$ cat config.mk
export PLATFORM = sky130hd
export DESIGN_NAME = msg_pkt_parser
export DESIGN_NICKNAME = d
export VERILOG_FILES = /design/src/rtl/pkt_parse_pkg.sv /design/src/rtl/pkt_rst_sync.sv /design/src/rtl/pkt_hdr_regs.sv /design/src/rtl/pkt_pay_ctr.sv /design/src/rtl/pkt_seq_ctrl.sv /design/src/rtl/msg_pkt_parser.sv
export SDC_FILE = /design/constraint.sdc
export NUM_CORES = 1
export LEC_CHECK = 0
export BUFFER_PORTS_ARGS = -buffer_cell sky130_fd_sc_hd__clkbuf_2
export CORE_MARGIN = 2
export CORE_UTILIZATION = 35
export CTS_CLUSTER_SIZE = 12
export DETAILED_ROUTE_END_ITERATION = 8
export SYNTH_ARGS = -nofsm -noshare
export SYNTH_HDL_FRONTEND = slang
export SYNTH_SLANG_ARGS = --single-unit
$ cat constraint.sdc
create_clock -name clk -period 4.1 [get_ports clk]
set_input_delay 0.615 -clock clk [delete_from_list [all_inputs] [get_ports clk]]
set_output_delay 0.615 -clock clk [all_outputs]
set_load 0.01 [all_outputs]
$ cat src/rtl/pkt_parse_pkg.sv
package pkt_parse_pkg;
  localparam int unsigned HDR_BYTES   = 14;
  localparam int unsigned FIELD_BYTES = HDR_BYTES - 2;
  localparam int unsigned HIDX_W      = $clog2(HDR_BYTES);
  localparam logic [7:0]  SYNC_A      = 8'hAA;
  localparam logic [7:0]  SYNC_B      = 8'h55;
  localparam logic [7:0]  MED_MAX     = 8'd2;
  localparam int unsigned IDX_LEN_HI  = 3;
  localparam int unsigned IDX_SRC_MED = 8;
  localparam int unsigned IDX_DST_MED = 10;
  localparam int unsigned IDX_GW_MED  = 12;
  localparam int unsigned IDX_LAST    = HDR_BYTES - 1;

  typedef enum logic [1:0] {ST_HUNT, ST_SYNC, ST_HDR, ST_PAY} pstate_t;

  typedef struct packed {
    logic [7:0]  gw_addr;
    logic [7:0]  gw_med;
    logic [7:0]  dst_addr;
    logic [7:0]  dst_med;
    logic [7:0]  src_addr;
    logic [7:0]  src_med;
    logic [7:0]  seq;
    logic [7:0]  total;
    logic [15:0] cmd;
    logic [15:0] len;
  } hdr_t;
endpackage

$ cat src/rtl/pkt_rst_sync.sv
module pkt_rst_sync (
  input  logic clk,
  input  logic rst_n,
  output logic rst_n_sync
);
  logic [1:0] sh_q;

  always_ff @(posedge clk or negedge rst_n) begin
    if (!rst_n) sh_q <= 2'b00;
    else        sh_q <= {sh_q[0], 1'b1};
  end

  assign rst_n_sync = sh_q[1];
endmodule

$ cat src/rtl/pkt_hdr_regs.sv
module pkt_hdr_regs
  import pkt_parse_pkg::*;
(
  input  logic              clk,
  input  logic              rst_n,
  input  logic              wr_en,
  input  logic [HIDX_W-1:0] idx,
  input  logic [7:0]        din,
  output hdr_t              hdr
);
  logic [FIELD_BYTES*8-1:0] fld_q;

  for (genvar g = 0; g < FIELD_BYTES; g++) begin : g_byte
    logic hit;
    assign hit = wr_en && (idx == HIDX_W'(g + 2));
    always_ff @(posedge clk or negedge rst_n) begin
      if (!rst_n)   fld_q[g*8 +: 8] <= 8'h00;
      else if (hit) fld_q[g*8 +: 8] <= din;
    end
  end

  assign hdr = hdr_t'(fld_q);
endmodule

$ cat src/rtl/pkt_pay_ctr.sv
module pkt_pay_ctr #(
  parameter int unsigned CNT_W = 7
) (
  input  logic             clk,
  input  logic             rst_n,
  input  logic             load,
  input  logic [CNT_W-1:0] load_val,
  input  logic             step,
  output logic             first,
  output logic             last
);
  logic [CNT_W-1:0] rem_q, rem_d;
  logic             first_q, first_d;

  always_comb begin
    rem_d   = rem_q;
    first_d = first_q;
    if (load) begin
      rem_d   = load_val;
      first_d = 1'b1;
    end else if (step) begin
      rem_d   = rem_q - CNT_W'(1);
      first_d = 1'b0;
    end
  end

  always_ff @(posedge clk or negedge rst_n) begin
    if (!rst_n) begin
      rem_q   <= '0;
      first_q <= 1'b0;
    end else if (load || step) begin
      rem_q   <= rem_d;
      first_q <= first_d;
    end
  end

  assign first = first_q;
  assign last  = (rem_q == CNT_W'(1));
endmodule

$ cat src/rtl/pkt_seq_ctrl.sv
module pkt_seq_ctrl
  import pkt_parse_pkg::*;
#(
  parameter int unsigned MAX_PAY = 80
) (
  input  logic              clk,
  input  logic              rst_n,
  input  logic              beat,
  input  logic [7:0]        din,
  input  logic [15:0]       len_cur,
  input  logic              pay_last,
  output pstate_t           st,
  output logic [HIDX_W-1:0] idx,
  output logic              ok,
  output logic              drop,
  output logic              hv,
  output logic              load
);
  localparam logic [15:0] LEN_MIN = 16'(HDR_BYTES);
  localparam logic [15:0] LEN_MAX = 16'(HDR_BYTES + MAX_PAY);

  pstate_t           st_q, st_d;
  logic [HIDX_W-1:0] idx_q, idx_d;
  logic              ok_q, ok_d, drop_q, drop_d, hv_q, hv_d;
  logic [15:0]       len_full;
  logic              len_bad, med_pos, med_bad;

  assign len_full = {din, len_cur[7:0]};
  assign len_bad  = (len_full < LEN_MIN) || (len_full > LEN_MAX);
  assign med_pos  = (idx_q == HIDX_W'(IDX_SRC_MED)) || (idx_q == HIDX_W'(IDX_DST_MED)) ||
                    (idx_q == HIDX_W'(IDX_GW_MED));
  assign med_bad  = med_pos && (din > MED_MAX);

  always_comb begin
    st_d   = st_q;
    idx_d  = idx_q;
    ok_d   = 1'b0;
    drop_d = 1'b0;
    hv_d   = ok_q ? 1'b0 : hv_q;
    load   = 1'b0;
    if (beat) begin
      case (st_q)
        ST_HUNT: if (din == SYNC_A) st_d = ST_SYNC;
        ST_SYNC: begin
          if (din == SYNC_B) begin
            st_d  = ST_HDR;
            idx_d = HIDX_W'(2);
          end else if (din != SYNC_A) begin
            st_d = ST_HUNT;
          end
        end
        ST_HDR: begin
          idx_d = idx_q + HIDX_W'(1);
          if (idx_q == HIDX_W'(IDX_LEN_HI) && len_bad) begin
            drop_d = 1'b1;
            st_d   = ST_HUNT;
          end else if (med_bad) begin
            drop_d = 1'b1;
            st_d   = ST_HUNT;
          end else if (idx_q == HIDX_W'(IDX_LAST)) begin
            hv_d = 1'b1;
            if (len_cur == LEN_MIN) begin
              ok_d = 1'b1;
              st_d = ST_HUNT;
            end else begin
              load = 1'b1;
              st_d = ST_PAY;
            end
          end
        end
        ST_PAY: begin
          if (pay_last) begin
            ok_d = 1'b1;
            st_d = ST_HUNT;
          end
        end
        default: st_d = ST_HUNT;
      endcase
    end
  end

  always_ff @(posedge clk or negedge rst_n) begin
    if (!rst_n) begin
      st_q   <= ST_HUNT;
      idx_q  <= '0;
      ok_q   <= 1'b0;
      drop_q <= 1'b0;
      hv_q   <= 1'b0;
    end else begin
      st_q   <= st_d;
      idx_q  <= idx_d;
      ok_q   <= ok_d;
      drop_q <= drop_d;
      hv_q   <= hv_d;
    end
  end

  assign st   = st_q;
  assign idx  = idx_q;
  assign ok   = ok_q;
  assign drop = drop_q;
  assign hv   = hv_q;
endmodule

$ cat src/rtl/msg_pkt_parser.sv
module msg_pkt_parser
  import pkt_parse_pkg::*;
#(
  parameter int unsigned MAX_PAY = 80
) (
  input  logic        clk,
  input  logic        rst_n,
  input  logic [7:0]  in_data,
  input  logic        in_valid,
  output logic        in_ready,
  output logic [7:0]  pay_data,
  output logic        pay_valid,
  output logic        pay_first,
  output logic        pay_last,
  input  logic        pay_ready,
  output logic        hdr_valid,
  output logic [15:0] hdr_len,
  output logic [15:0] hdr_cmd,
  output logic [7:0]  hdr_total,
  output logic [7:0]  hdr_seq,
  output logic [7:0]  src_medium,
  output logic [7:0]  src_addr,
  output logic [7:0]  dst_medium,
  output logic [7:0]  dst_addr,
  output logic [7:0]  gw_medium,
  output logic [7:0]  gw_addr,
  output logic        pkt_ok,
  output logic        pkt_drop
);
  localparam int unsigned CNT_W = $clog2(HDR_BYTES + MAX_PAY + 1);

  logic              rst_n_s;
  pstate_t           st;
  logic [HIDX_W-1:0] idx;
  logic              beat, pay_beat, load, last_w;
  hdr_t              hdr;
  logic [CNT_W-1:0]  pay_len;

  pkt_rst_sync u_rst (.clk(clk), .rst_n(rst_n), .rst_n_sync(rst_n_s));

  assign in_ready  = !((st == ST_PAY) && !pay_ready);
  assign beat      = in_valid && in_ready;
  assign pay_beat  = beat && (st == ST_PAY);
  assign pay_valid = in_valid && (st == ST_PAY);
  assign pay_data  = in_data;
  assign pay_len   = hdr.len[CNT_W-1:0] - CNT_W'(HDR_BYTES);

  pkt_seq_ctrl #(.MAX_PAY(MAX_PAY)) u_ctrl (
    .clk(clk), .rst_n(rst_n_s), .beat(beat), .din(in_data),
    .len_cur(hdr.len), .pay_last(last_w), .st(st), .idx(idx),
    .ok(pkt_ok), .drop(pkt_drop), .hv(hdr_valid), .load(load)
  );

  pkt_hdr_regs u_hdr (
    .clk(clk), .rst_n(rst_n_s), .wr_en(beat && (st == ST_HDR)),
    .idx(idx), .din(in_data), .hdr(hdr)
  );

  pkt_pay_ctr #(.CNT_W(CNT_W)) u_pay (
    .clk(clk), .rst_n(rst_n_s), .load(load), .load_val(pay_len),
    .step(pay_beat), .first(pay_first), .last(last_w)
  );

  assign pay_last   = last_w;
  assign hdr_len    = hdr.len;
  assign hdr_cmd    = hdr.cmd;
  assign hdr_total  = hdr.total;
  assign hdr_seq    = hdr.seq;
  assign src_medium = hdr.src_med;
  assign src_addr   = hdr.src_addr;
  assign dst_medium = hdr.dst_med;
  assign dst_addr   = hdr.dst_addr;
  assign gw_medium  = hdr.gw_med;
  assign gw_addr    = hdr.gw_addr;
endmodule

[Word level (Yosys, flattened, before mapping)]
Index checks and enable logic that the tools add are counted.
Word-level totals
  register bits: 115
  input bits: 12
  output and inout bits: 111
  word-level logic and storage cells: 120
Cells by class
  $add $sub $neg: 3
  order comparisons: 3
  equality and inequality tests: 25
  muxes and demuxes: 38
  reductions and logical operators: 31
Operator list (number)
  4-bit equality test, second input constant: 6
  1-bit two-way mux: 24
  1-bit logical AND: 19
  16-bit by 4-bit equality test with 1-bit output, second input constant: 1
  4-bit by 3-bit equality test with 1-bit output, second input constant: 4
  16-bit by 7-bit greater-than comparator with 1-bit output, second input constant: 1
  16-bit by 4-bit < comparator with 1-bit output, second input constant: 1
  2-bit two-way mux: 8
  7-bit two-way mux: 2
  4-bit by 2-bit equality test with 1-bit output, second input constant: 2
  8-bit by 7-bit equality test with 1-bit output, second input constant: 1
  8-bit equality test, second input constant: 1
  8-bit by 2-bit greater-than comparator with 1-bit output, second input constant: 1
  8-bit != test, second input constant: 1
  2-bit one-hot mux with 4 select lines: 1
  4-bit one-hot mux with 2 select lines: 1
  7-bit by 1-bit equality test with 1-bit output, second input constant: 1
  7-bit by 1-bit subtractor with 7-bit output, second input constant: 1
  7-bit by 4-bit subtractor with 7-bit output, second input constant: 1
  5-bit AND reduction: 1
  4-bit by 1-bit adder with 4-bit output, second input constant: 1
  2-bit equality test, second input constant: 2
  1-bit logical OR: 4
  4-bit two-way mux: 1
  11 further kinds: 14

[Longest topological paths before layout]
Gate-level depths: netlist of the first run.
  depth after elaboration: 10
  mapped depth: 7
  gate-level depth less buffers: 7

[Modules after synthesis]
A second synthesis of the first run with hierarchy kept.
Second synthesis, totals
  cell total of the unflattened synthesis: 369
  area, all modules: 5089.9 um2
Modules (own cells, without submodules)
  pkt_hdr_regs: times used 1, cells an instance 222, area each 3786.1 um2, sequential area each 2402.3 um2
  pkt_seq_ctrl: times used 1, cells an instance 76, area each 641.9 um2, sequential area each 225.2 um2
  pkt_pay_ctr: times used 1, cells an instance 46, area each 436.7 um2, sequential area each 200.2 um2
  msg_pkt_parser: times used 1, cells an instance 22, area each 171.4 um2, sequential area each 0.0 um2
  pkt_rst_sync: times used 1, cells an instance 3, area each 53.8 um2, sequential area each 50.0 um2

[Worst setup path after synthesis of the first run]
OpenSTA, ideal clock, no wires.
  kind: input-to-reg
  start point: in in_valid
  end point: reg u_pay.rem_q[0]
  setup time: 0.125 ns
  arrival: 1.929 ns
  required time: 3.975 ns
  path slack: 2.046 ns
  cell stages on the path: 6
  buffers on the path: 1
  path through: buf_2 nand3b_2 nor2_2 nand2b_4 nor2_8 mux2_4
Between the ends
  word-level cells in the longest chain between the ends: 4
  elaborated cells between the ends (all ways): 7
  those cells by class: mux (2); reduce/logical (5)
RTL lines
  start, declared: RTL line msg_pkt_parser.sv:9  | input logic in_valid,
  1-bit logical AND *: RTL line msg_pkt_parser.sv:42  | assign beat = in_valid && in_ready;
  1-bit two-way mux or 1-bit logical AND (tied branches): RTL line pkt_seq_ctrl.sv:41, msg_pkt_parser.sv:43
  2-bit nonzero test (no source line) or 1-bit logical OR (tied branches)
  2-bit AND reduction (no source line)
  end signal, assigned: RTL line pkt_pay_ctr.sv:32  | rem_q <= rem_d;
  end, declared: RTL line pkt_pay_ctr.sv:12  | logic [CNT_W-1:0] rem_q, rem_d;
Every way passes the cells marked *; elsewhere a longest branch is shown, timed or not.
A chain may end at the register's enable or synchronous reset.

[Final worst setup path of the first run]
  start point: reg u_ctrl.idx_q[1], in the netlist u_ctrl.idx[1]
  end point: reg u_pay.rem_q[2]
Between the ends
  word-level cells in the longest chain between the ends: 10
  elaborated cells between the ends (all ways): 18
  those cells by class: eq/ne (5); mux (6); reduce/logical (7)
RTL lines
  start, declared: RTL line pkt_seq_ctrl.sv:23  | logic [HIDX_W-1:0] idx_q, idx_d;
  start signal, assigned: RTL line pkt_seq_ctrl.sv:91  | idx_q <= idx_d;
  4-bit equality test: RTL line pkt_seq_ctrl.sv:30  | assign med_pos = (idx_q == HIDX_W'(IDX_SRC_MED)) || (idx_q == HIDX_W'(IDX_DST_MED)) ||
  1-bit logical OR (2 in series): RTL line pkt_seq_ctrl.sv:30
  1-bit logical AND: RTL line pkt_seq_ctrl.sv:32  | assign med_bad = med_pos && (din > MED_MAX);
  1-bit two-way mux: RTL line pkt_seq_ctrl.sv:57  | end else if (med_bad) begin
  1-bit two-way mux *: RTL line pkt_seq_ctrl.sv:54  | if (idx_q == HIDX_W'(IDX_LEN_HI) && len_bad) begin
  1-bit two-way mux *: RTL line pkt_seq_ctrl.sv:42  | case (st_q)
  1-bit two-way mux *: RTL line pkt_seq_ctrl.sv:41  | if (beat) begin
  2-bit nonzero test (no source line) or 1-bit logical OR (tied branches)
  2-bit AND reduction (no source line)
Marked as above.

==> qor.txt, run 1 <==
Tmin final -> 2.33 ns
DRT antenna net count -> 0
ratio of cells with drive above 1 in the final layout -> 0.530
Most used DFF post-synth -> dfrtp_1
FP Rows -> 43
Pins Over Slew Limit -> 0
Mean Syn Cell Area -> 13.6 um^2
GRT overflow -> 0
Clock Pin Slew Worst Setup and Hold Paths -> 0.05 ns
Clock Path Buffers -> 2
Routed WL per cell -> 18.5 um
Syn Std Cell Area -> 5030 um^2
R2R Path Start -> u_ctrl.idx[1]
syn_nets -> 389
Top Ports -> 123
Post CTS Setup Buffer Count -> 0
Die Ht -> 124 um
slew at the pin closest to its max-slew limit -> 0.639 ns
fin crit share -> 0.568
IO Port Bufs -> 122
final hold vios -> 0
final core utilization -> 0.453
slowest stage delay, CP -> 0.53 ns
Core Region -> 14000 um^2
Root Driver -> clkbuf_16
cells after synthesis -> 370
initial cell density of the core -> 0.360
Post-synth EDFFs -> 0
Die ar. -> 15400 um^2
Critical Path Start Type -> flop
DRT iter0 DRCs -> 131
Layout fillers -> 1302
CTS Buf Count -> 17
clock sink count -> 115
Clock H-tree levels -> 4
GPL Wtd Cong -> 0.796
leakage -> 3.17 nW
crit path capture type -> flop
Async SR Flop Fraction -> 1.00
Rel. slew slack -> 0.574
GRT Overall Usage -> 0.175
Post-layout nets -> 508
CP Data Arrival Time -> 2.62 ns
via count -> 3397
post-synthesis sequential area ratio -> 0.572
Reg-to-Reg End -> u_pay.rem_q[2]
CTS tree -> built
highest clock rate -> 429 MHz
vias in the first global route -> 3531
R2R Setup Slk -> 1.77 ns
largest net degree at the start of global routing -> 50
number of diodes -> 0
crit path max-delay cell type -> nor2_2
pwr dens -> 739 nW/um^2
Vias/cell -> 4.98
final WL -> 12.6 mm
Hold Crit Class -> reg -> async
Design Power -> 4.69 mW
depth of the most critical reg-to-reg path -> 7
crit path max fanout -> 9
Syn. warnings -> 0
# DRC -> 0
post_cts resized -> 0
synthesized flop and latch total -> 115
global-route wire length before repair -> 19.8 mm
endpoints failing setup -> 0
Worst EP required -> 4.39 ns
crit-path cells -> inv_1 > ha_1 > nand3_1 > nor2_2 > nand2b_4 > nor2_8 > mux2_4
post-synth cell types -> 51
DR pass1 iterations -> 5
Clock Latency Late Sink -> 0.41 ns
total negative setup slack -> 0 ns
Die Wd -> 124 um
Layout area overhead -> 26.0%
skew final -> 0.00904 ns
initial antenna violation count -> 0
Max Cap Violations -> 0
VDD IR max -> 0.323 mV
hold-fix buffers at CTS -> 1
run status -> finished clean
critical path type -> reg -> reg
dpl hpwl -> 8.80 mm
RSZ-0062 raised after global routing -> false
-- stage by stage --
step | setup WS [ns] | std cells | hold WS (ns) | cell area [um^2]
floorplan | 0.659 | 370 | 0.319 | 5030
global placement | 1.65 | 649 | 0.302 | 5750
detailed placement | 1.59 | 649 | 0.312 | 5750
CTS | 1.75 | 682 | 0.314 | 6340
global route | 1.59 | 682 | 0.342 | 6340
finish | 1.77 | 682 | 0.296 | 6340
-- critical path, delay by kind of cell (launching register included) --
family / cells / cell delay [ns]
and+or+nand+nor: 4 / 1.10
adders and majority gates: 1 / 0.26
muxes: 1 / 0.32
buffers and inverters: 1 / 0.12
DFF: 1 / 0.42
-- worst max path at each step --
stage,start,endpoint,slack (ns),cells after the start
2_1_floorplan,u_rst.sh_q[1],u_ctrl.drop,0.66,0
3_3_place_gp,in_data[4],u_pay.rem_q[2],1.65,6
3_5_place_dp,in_data[4],u_pay.rem_q[2],1.59,6
4_1_cts,u_ctrl.idx[1],u_pay.rem_q[2],1.75,7
5_1_grt,u_ctrl.idx[1],u_pay.rem_q[2],1.59,7
6_report,u_ctrl.idx[1],u_pay.rem_q[2],1.77,7
-- synthesized netlist by cell type, types with 2 or more instances --
cell type    n  area, um^2
ha_1         7        87.6
mux2i_1      4        40.0
o31ai_1      2        15.0
nand2_2      4        25.0
nor2_1      11        41.3
o211ai_1     2        15.0
dfrtp_1    115        2880
nand2_1      7        26.3
and2_1       6        37.5
xnor2_1      9        78.8
nand4_1      5        31.3
or4_1        3        22.5
nor4_1       3        18.8
inv_1        9        33.8
clkbuf_1     8        30.0
and4_1       3        26.3
mux2_4       2        30.0
nand3_1      6        30.0
nor2b_1      2        12.5
a21oi_1      8        40.0
mux2_2      96        1080
buf_2        8        40.0
o21ai_0     10        50.1
buf_4        8        60.1
nor3_1       6        30.0
-- sequential cells by signal, indices dropped and copies added, names as in the netlist --
name	cells
u_hdr.hdr	96
u_pay.rem_q	7
u_ctrl.idx	4
u_ctrl.st	2
u_rst.sh_q	2
u_ctrl.drop	1
u_ctrl.hv	1
u_ctrl.ok	1
u_pay.first	1
-- final cells by class --
cell class	count	area [um^2]	area share
flip-flops and latches	115	2880	0.454
clock inverters	4	70.1	0.0110
well taps	180	225	0.0355
multi-input cells	221	1980	0.312
repair buffers	125	636	0.100
inverters	9	33.8	0.00533
clock buffers	28	517	0.0815
-- power breakdown --
part           total [mW]  switching (mW)  internal, mW
registers            1.86           0.328          1.54
clock network        1.45           0.476         0.972
logic                1.37           0.698         0.675
total                4.69            1.50          3.18
-- layer usage --
layer  global-route usage  part of all wire
met1                0.218              0.44
met2                0.280              0.48
met3               0.0627             0.071
met4               0.0625             0.013
met5                    0                 0
-- logic make-up after synthesis --
group / Yosys count / share of synthesized area
multiplexers: 102 / 0.229
buffers and inverters: 34 / 0.0348
AND/OR/NAND/NOR: 71 / 0.0887
XOR/XNOR: 10 / 0.0174
AO/OA/AOI/OAI: 30 / 0.0405
other: 1 / 0.000745
flip-flops: 115 / 0.572
adder cells (fa/ha/maj): 7 / 0.0174
-- cell usage in the layout (no fill, tap or decap), types with 2 or more instances in the layout --
master | Yosys | final
clkbuf_2 | 0 | 122
dfrtp_1 | 115 | 114
mux2_2 | 96 | 96
clkbuf_16 | 0 | 17
nor2_1 | 11 | 11
o21ai_0 | 10 | 10
inv_1 | 9 | 9
xnor2_1 | 9 | 9
a21oi_1 | 8 | 8
nand2_1 | 7 | 7
ha_1 | 7 | 7
nand3_1 | 6 | 6
nor3_1 | 6 | 6
and2_1 | 6 | 6
clkbuf_1 | 8 | 6
nand4_1 | 5 | 5
clkbuf_8 | 0 | 5
nand2_2 | 4 | 4
mux2i_1 | 4 | 4
or4_1 | 3 | 3
nor4_1 | 3 | 3
and4_1 | 3 | 3
nor2b_1 | 2 | 2
o211ai_1 | 2 | 2
o31ai_1 | 2 | 2
mux2_4 | 2 | 2
clkinv_2 | 0 | 2
bufinv_16 | 0 | 2
buf_4 | 8 | 2
Power figures use the tool's default switching activity.
==> inputs of run 2 (changes only) <==
clock period = 2 ns   (was 4.1 ns; I/O delays follow)
==> run 2 against run 1 <==
Against the previous run:
- total power rose by 100%
- via count rose by 3.1%
- combinational power rose by 110%
- sequential power rose by 100%
- clock skew fell by 0.0018 ns
- setup slack got worse by 1.8 ns
- sequential cell count did not move
- critical path depth fell by 2
- hold slack got worse by 0.083 ns
- critical endpoint unchanged
==> qor.txt, run 2 (same netlist as run 1, synthesis figures left out) <==
run status -> finished clean
Clock Pin Slew Worst Setup and Hold Paths -> 0.05 ns (about the same)
Worst EP required -> 2.28 ns (-2.11 ns)
CP Data Arrival Time -> 2.27 ns (-0.35 ns)
clock sink count -> 115 (unchanged)
CTS tree -> built
CTS Buf Count -> 17 (unchanged)
R2R Path Start -> u_hdr.hdr[12]
Root Driver -> clkbuf_16
GRT overflow -> 0 (unchanged)
crit-path cells -> or4_1 > nor3_4 > and4_4 > nor2_8 > mux2_4
Rel. slew slack -> 0.634 (+0.0594)
leakage -> 3.28 nW (+3.6%)
Post-layout nets -> 533 (+4.9%)
final WL -> 12.7 mm (+0.59%)
Seq pwr share -> 0.398 (about the same)
Pins Over Slew Limit -> 0 (unchanged)
Layout area overhead -> 29.9%
# DRC -> 0 (unchanged)
VDD IR max -> 0.631 mV (+96%)
commonest non-fill, non-tap cells in the layout -> clkbuf_2, dfrtp_1, mux2_2
Die Wd -> 124 um (unchanged)
Int Power -> 6.41 mW (+100%)
GRT Overall Usage -> 0.175 (+0.000912)
ratio of cells with drive above 1 in the final layout -> 0.565 (+0.0348)
Critical Path Start Type -> flop
DRT antenna net count -> 0 (unchanged)
switching share of power -> 0.325 (+0.00430)
crit path capture type -> flop
global-route wire length before repair -> 19.9 mm (+0.59%)
R2R Setup Slk -> 0.02 ns (-1.75 ns)
Clock H-tree levels -> 4 (unchanged)
Hold Crit Class -> in -> async
GPL Wtd Cong -> 0.830 (+4.3%)
slew at the pin closest to its max-slew limit -> 0.545 ns (-0.0933 ns)
pwr dens -> 1450 nW/um^2 (+97%)
most common cell after layout, fill and taps aside -> clkbuf_2
Routed WL per cell -> 17.9 um (-2.8%)
Max Cap Violations -> 0 (unchanged)
number of diodes -> 0 (unchanged)
Reg-to-Reg End -> u_pay.rem_q[2]
WP buf/inv -> 0 (-1)
Die Ht -> 124 um (unchanged)
highest clock rate -> 504 MHz (+18%)
dpl cells -> 672 (+3.5%)
Design Power -> 9.50 mW (+100%)
FP Rows -> 43 (unchanged)
RSZ-0062 raised after global routing -> true
endpoints failing setup -> 0 (unchanged)
Clock Path Buffers -> 2 (unchanged)
Logic pwr share -> 0.306 (+0.013)
crit path max-delay cell type -> or4_1
Top Ports -> 123 (unchanged)
Vias/cell -> 4.96 (-0.41%)
fin crit share -> 0.991 (+0.423)
final hold vios -> 0 (unchanged)
Net Switching -> 3.09 mW (+110%)
Die ar. -> 15400 um^2 (unchanged)
Clock Latency Late Sink -> 0.41 ns (about the same)
initial antenna violation count -> 0 (unchanged)
Largest register FFs -> 96 (unchanged)
largest net degree at the start of global routing -> 36 (-28%)
initial cell density of the core -> 0.360 (unchanged)
CP delay by family, top -> simple AND/OR/NAND/NOR gates
slowest stage delay, CP -> 0.59 ns (+0.06 ns)
crit path max fanout -> 8 (-1)
vias in the first global route -> 3640 (+3.1%)
depth of the most critical reg-to-reg path -> 5 (-2)
DR pass1 iterations -> 4 (-1)
IO Port Bufs -> 122 (unchanged)
skew final -> 0.00728 ns (-0.00176 ns)
Core Region -> 14000 um^2 (unchanged)
DRT iter0 DRCs -> 168 (+28%)
via count -> 3502 (+3.1%)
clock share of power -> 0.296 (-0.013)
critical path type -> reg -> reg
fin cells -> 706 (+3.5%)
dpl hpwl -> 9.05 mm (+2.9%)
Tmin final -> 1.98 ns (-0.347 ns)
-- run 2: cell count changes in the layout (fill, tap and decap cells not counted), moves of 2 or more --
cell        before  now
buf_12           0    2
buf_4            2   25
clkbuf_1         6    2
clkbuf_8         5    3
clkinv_2         2    4
clkinvlp_4       0    3
-- run 2: layout make-up --
cell class	count	area, um^2
inverters	9	33.8
repair buffers	150	848
flip-flops and latches	115	2880
fillers	1312	7450
well taps	180	225
multi-input cells	221	1990
clock buffers	22	474
clock inverters	9	81.3
-- run 2: worst reg2reg max path, delay by kind of cell, from the launching register on --
kind | cells | cell delay [ns]
flip-flops | 1 | 0.40
multiplexers | 1 | 0.29
AND/OR/NAND/NOR | 4 | 1.16
-- run 2: power by group through the flow --
stage	logic [mW]	registers, mW	clock network [mW]
detailed placement	2.89	3.81	0
CTS	2.91	3.79	2.89
finish	2.90	3.78	2.81
global placement	2.86	3.77	0
global route	3.19	3.91	3.00
floorplan	1.37	4.06	0
-- run 2: layer usage --
layer  GRT usage  routed length (um)  vias up
li1            -                   -     1606
met1       0.219                5420     1771
met2       0.277                6140      107
met3      0.0668                 878       18
met4      0.0660                 227        0
met5           0                   0        -
-- run 2: how the worst max path moves through the flow --
stage / start / to / slack [ns] / cells past startpoint
after detailed placement: u_hdr.hdr[12] / u_pay.rem_q[2] / 0.02 / 5
after global routing: u_hdr.hdr[12] / u_pay.rem_q[2] / -0.007 / 5
after CTS: u_hdr.hdr[12] / u_pay.rem_q[2] / 0.01 / 5
after global placement: u_hdr.hdr[12] / u_pay.rem_q[2] / 0.04 / 5
after floorplan: u_rst.sh_q[1] / u_ctrl.drop / 0.08 / 0
final: u_hdr.hdr[12] / u_pay.rem_q[2] / 0.02 / 5
-- run 2: what timing repair did --
| item | CTS | global route |
|---|---|---|
| setup endpoints to repair | 0 | 11 |
| setup buffers | 0 | 2 |
| endpoints found under the hold margin | 2 | 0 |
| hold buffers | 1 | 0 |
| gates resized for setup | 0 | 4 |
-- run 2: per-stage QoR --
step / utilization / TNS [ns] / area (um^2) / hold WS [ns] / setup slack, ns
after floorplan: - / 0 / 5030 / 0.00441 / 0.0783
after global placement: 0.425 / 0 / 5940 / 0.0865 / 0.0353
after detailed placement: 0.425 / 0 / 5940 / 0.0864 / 0.0208
after CTS: 0.465 / 0 / 6510 / 0.181 / 0.0120
after global routing: 0.467 / -0.00666 / 6540 / 0.201 / -0.00666
final: 0.467 / 0 / 6540 / 0.213 / 0.0177
==> inputs of run 3 (changes only) <==
CTS_BUF_LIST = sky130_fd_sc_hd__clkbuf_16   (was default)
==> run 3 against run 2 <==
Against the previous run:
- maximum frequency hardly changed
- setup slack better by 0.00099 ns
- via count hardly changed
- first-iteration DRC count is 7.7% lower
- cell area is 0.46% lower
- critical endpoint unchanged
==> qor.txt, run 3 (same netlist as run 1, synthesis figures left out) <==
clock sink count -> 115 (unchanged)
# DRC -> 0 (unchanged)
ratio of cells with drive above 1 in the final layout -> 0.559 (-0.00570)
Rel. slew slack -> 0.634 (about the same)
Top Ports -> 123 (unchanged)
Clock H-tree levels -> 4 (unchanged)
R2R Setup Slk -> 0.02 ns (about the same)
Core Region -> 14000 um^2 (unchanged)
commonest non-fill, non-tap cells in the layout -> clkbuf_2, dfrtp_1, mux2_2
Reg-to-Reg End -> u_pay.rem_q[2]
Hold Crit Class -> in -> async
Clock Pin Slew Worst Setup and Hold Paths -> 0.05 ns (about the same)
Critical Path Start Type -> flop
Die Wd -> 124 um (unchanged)
Worst EP required -> 2.28 ns (about the same)
Max Cap Violations -> 0 (unchanged)
clock share of power -> 0.286 (-0.010)
RSZ-0062 raised after global routing -> true
most common cell after layout, fill and taps aside -> clkbuf_2
CTS Buf Count -> 17 (unchanged)
CTS tree -> built
highest clock rate -> 505 MHz (about the same)
worst setup margin -> 0.0187 ns (+0.000991 ns)
DRT antenna net count -> 0 (unchanged)
via count -> 3499 (-0.086%)
slowest stage delay, CP -> 0.59 ns (about the same)
Largest register FFs -> 96 (unchanged)
run status -> finished clean
fin crit share -> 0.991 (about the same)
R2R Path Start -> u_hdr.hdr[12]
crit path capture type -> flop
Pins Over Slew Limit -> 0 (unchanged)
Seq pwr share -> 0.404 (+0.006)
final WL -> 12.6 mm (-0.24%)
largest net degree at the start of global routing -> 36 (unchanged)
Tmin final -> 1.98 ns (-0.000991 ns)
Multi-input gate area -> 1990 um^2 (unchanged)
IO Port Bufs -> 122 (unchanged)
critical path type -> reg -> reg
VDD IR max -> 0.630 mV (about the same)
slew at the pin closest to its max-slew limit -> 0.545 ns (-0.000672 ns)
Int Power -> 6.29 mW (-2.0%)
DRT iter0 DRCs -> 155 (-7.7%)
crit-path cells -> or4_1 > nor3_4 > and4_4 > nor2_8 > mux2_4
initial cell density of the core -> 0.360 (unchanged)
crit path max fanout -> 8 (unchanged)
final hold vios -> 0 (unchanged)
depth of the most critical reg-to-reg path -> 5 (unchanged)
worst slack, placed -> 0.0208 ns (unchanged)
crit path max-delay cell type -> or4_1
GRT overflow -> 0 (unchanged)
DR pass1 iterations -> 4 (unchanged)
skew final -> 0.00750 ns (+0.000223 ns)
vias in the first global route -> 3642 (+0.055%)
Vias/cell -> 4.96 (about the same)
Net Switching -> 3.07 mW (-0.43%)
switching share of power -> 0.328 (+0.00343)
Layout fillers -> 1316 (+0.30%)
Die ar. -> 15400 um^2 (unchanged)
global-route wire length before repair -> 19.9 mm (-0.24%)
Logic pwr share -> 0.310 (+0.004)
initial antenna violation count -> 0 (unchanged)
endpoints failing setup -> 0 (unchanged)
Design Power -> 9.36 mW (-1.5%)
Die Ht -> 124 um (unchanged)
CP Data Arrival Time -> 2.27 ns (about the same)
Routed WL per cell -> 17.9 um (-0.24%)
dpl hpwl -> 9.05 mm (unchanged)
register area -> 2880 um^2 (unchanged)
pwr dens -> 1440 nW/um^2 (-1.0%)
Root Driver -> clkbuf_16
FP Rows -> 43 (unchanged)
leakage -> 3.27 nW (-0.26%)
Clock Latency Late Sink -> 0.41 ns (about the same)
GPL Wtd Cong -> 0.830 (unchanged)
number of diodes -> 0 (unchanged)
GRT Overall Usage -> 0.175 (-0.000588)
Layout area overhead -> 29.3%
Clock Path Buffers -> 2 (unchanged)
Post-layout nets -> 533 (unchanged)
-- run 3: cell types whose count changed in the layout (fill, tap and decap cells not counted), sizes merged --
cell	previous run	this run
clkinv	5	8
inv	9	11
clkbuf	144	139
-- run 3: per-layer routing --
layer,track usage,up-vias,part of all wire
met5,0,-,0
met4,0.0660,0,0.020
met3,0.0655,24,0.070
met2,0.277,99,0.48
met1,0.218,1772,0.43
li1,-,1604,-
-- run 3: power groups by stage --
stage	registers [mW]	clock network [mW]	logic [mW]
floorplan	4.06	0	1.37
finish	3.78	2.68	2.90
global placement	3.77	0	2.86
detailed placement	3.81	0	2.89
global route	3.91	2.87	3.19
CTS	3.79	2.76	2.91
-- run 3: cell type report --
type | count | area share
clock buffer | 17 | 0.0654
inverter | 9 | 0.00519
timing repair buffer | 150 | 0.130
tap | 180 | 0.0346
multi-input combinational | 221 | 0.306
clock inverter | 14 | 0.0154
sequential | 115 | 0.443
-- run 3: repair_timing --
item                                    4_1_cts  5_1_grt
endpoints found under the setup margin        0       11
endpoints found under the hold margin         2        0
buffers inserted                              0        2
resized for setup                             0        4
hold buffers                                  1        0
-- run 3: how the worst max path moves through the flow --
stage	from	to	cells after the start
6_report	u_hdr.hdr[12]	u_pay.rem_q[2]	5
3_5_place_dp	u_hdr.hdr[12]	u_pay.rem_q[2]	5
4_1_cts	u_hdr.hdr[12]	u_pay.rem_q[2]	5
5_1_grt	u_hdr.hdr[12]	u_pay.rem_q[2]	5
2_1_floorplan	u_rst.sh_q[1]	u_ctrl.drop	0
3_3_place_gp	u_hdr.hdr[12]	u_pay.rem_q[2]	5
-- run 3: through the flow --
stage           util  hold WS [ns]  area [um^2]  cells  TNS (ns)
2_1_floorplan      -       0.00441         5030    370         0
5_1_grt        0.465         0.202         6510    706  -0.00650
6_report       0.465         0.213         6510    706         0
3_3_place_gp   0.425        0.0865         5940    672         0
3_5_place_dp   0.425        0.0864         5940    672         0
4_1_cts        0.463         0.180         6480    704         0
-- run 3: worst max-delay path: cells and delay by family (launching register included) --
family	cells	cell delay, ns
flops	1	0.40
mux	1	0.29
simple gates	4	1.16
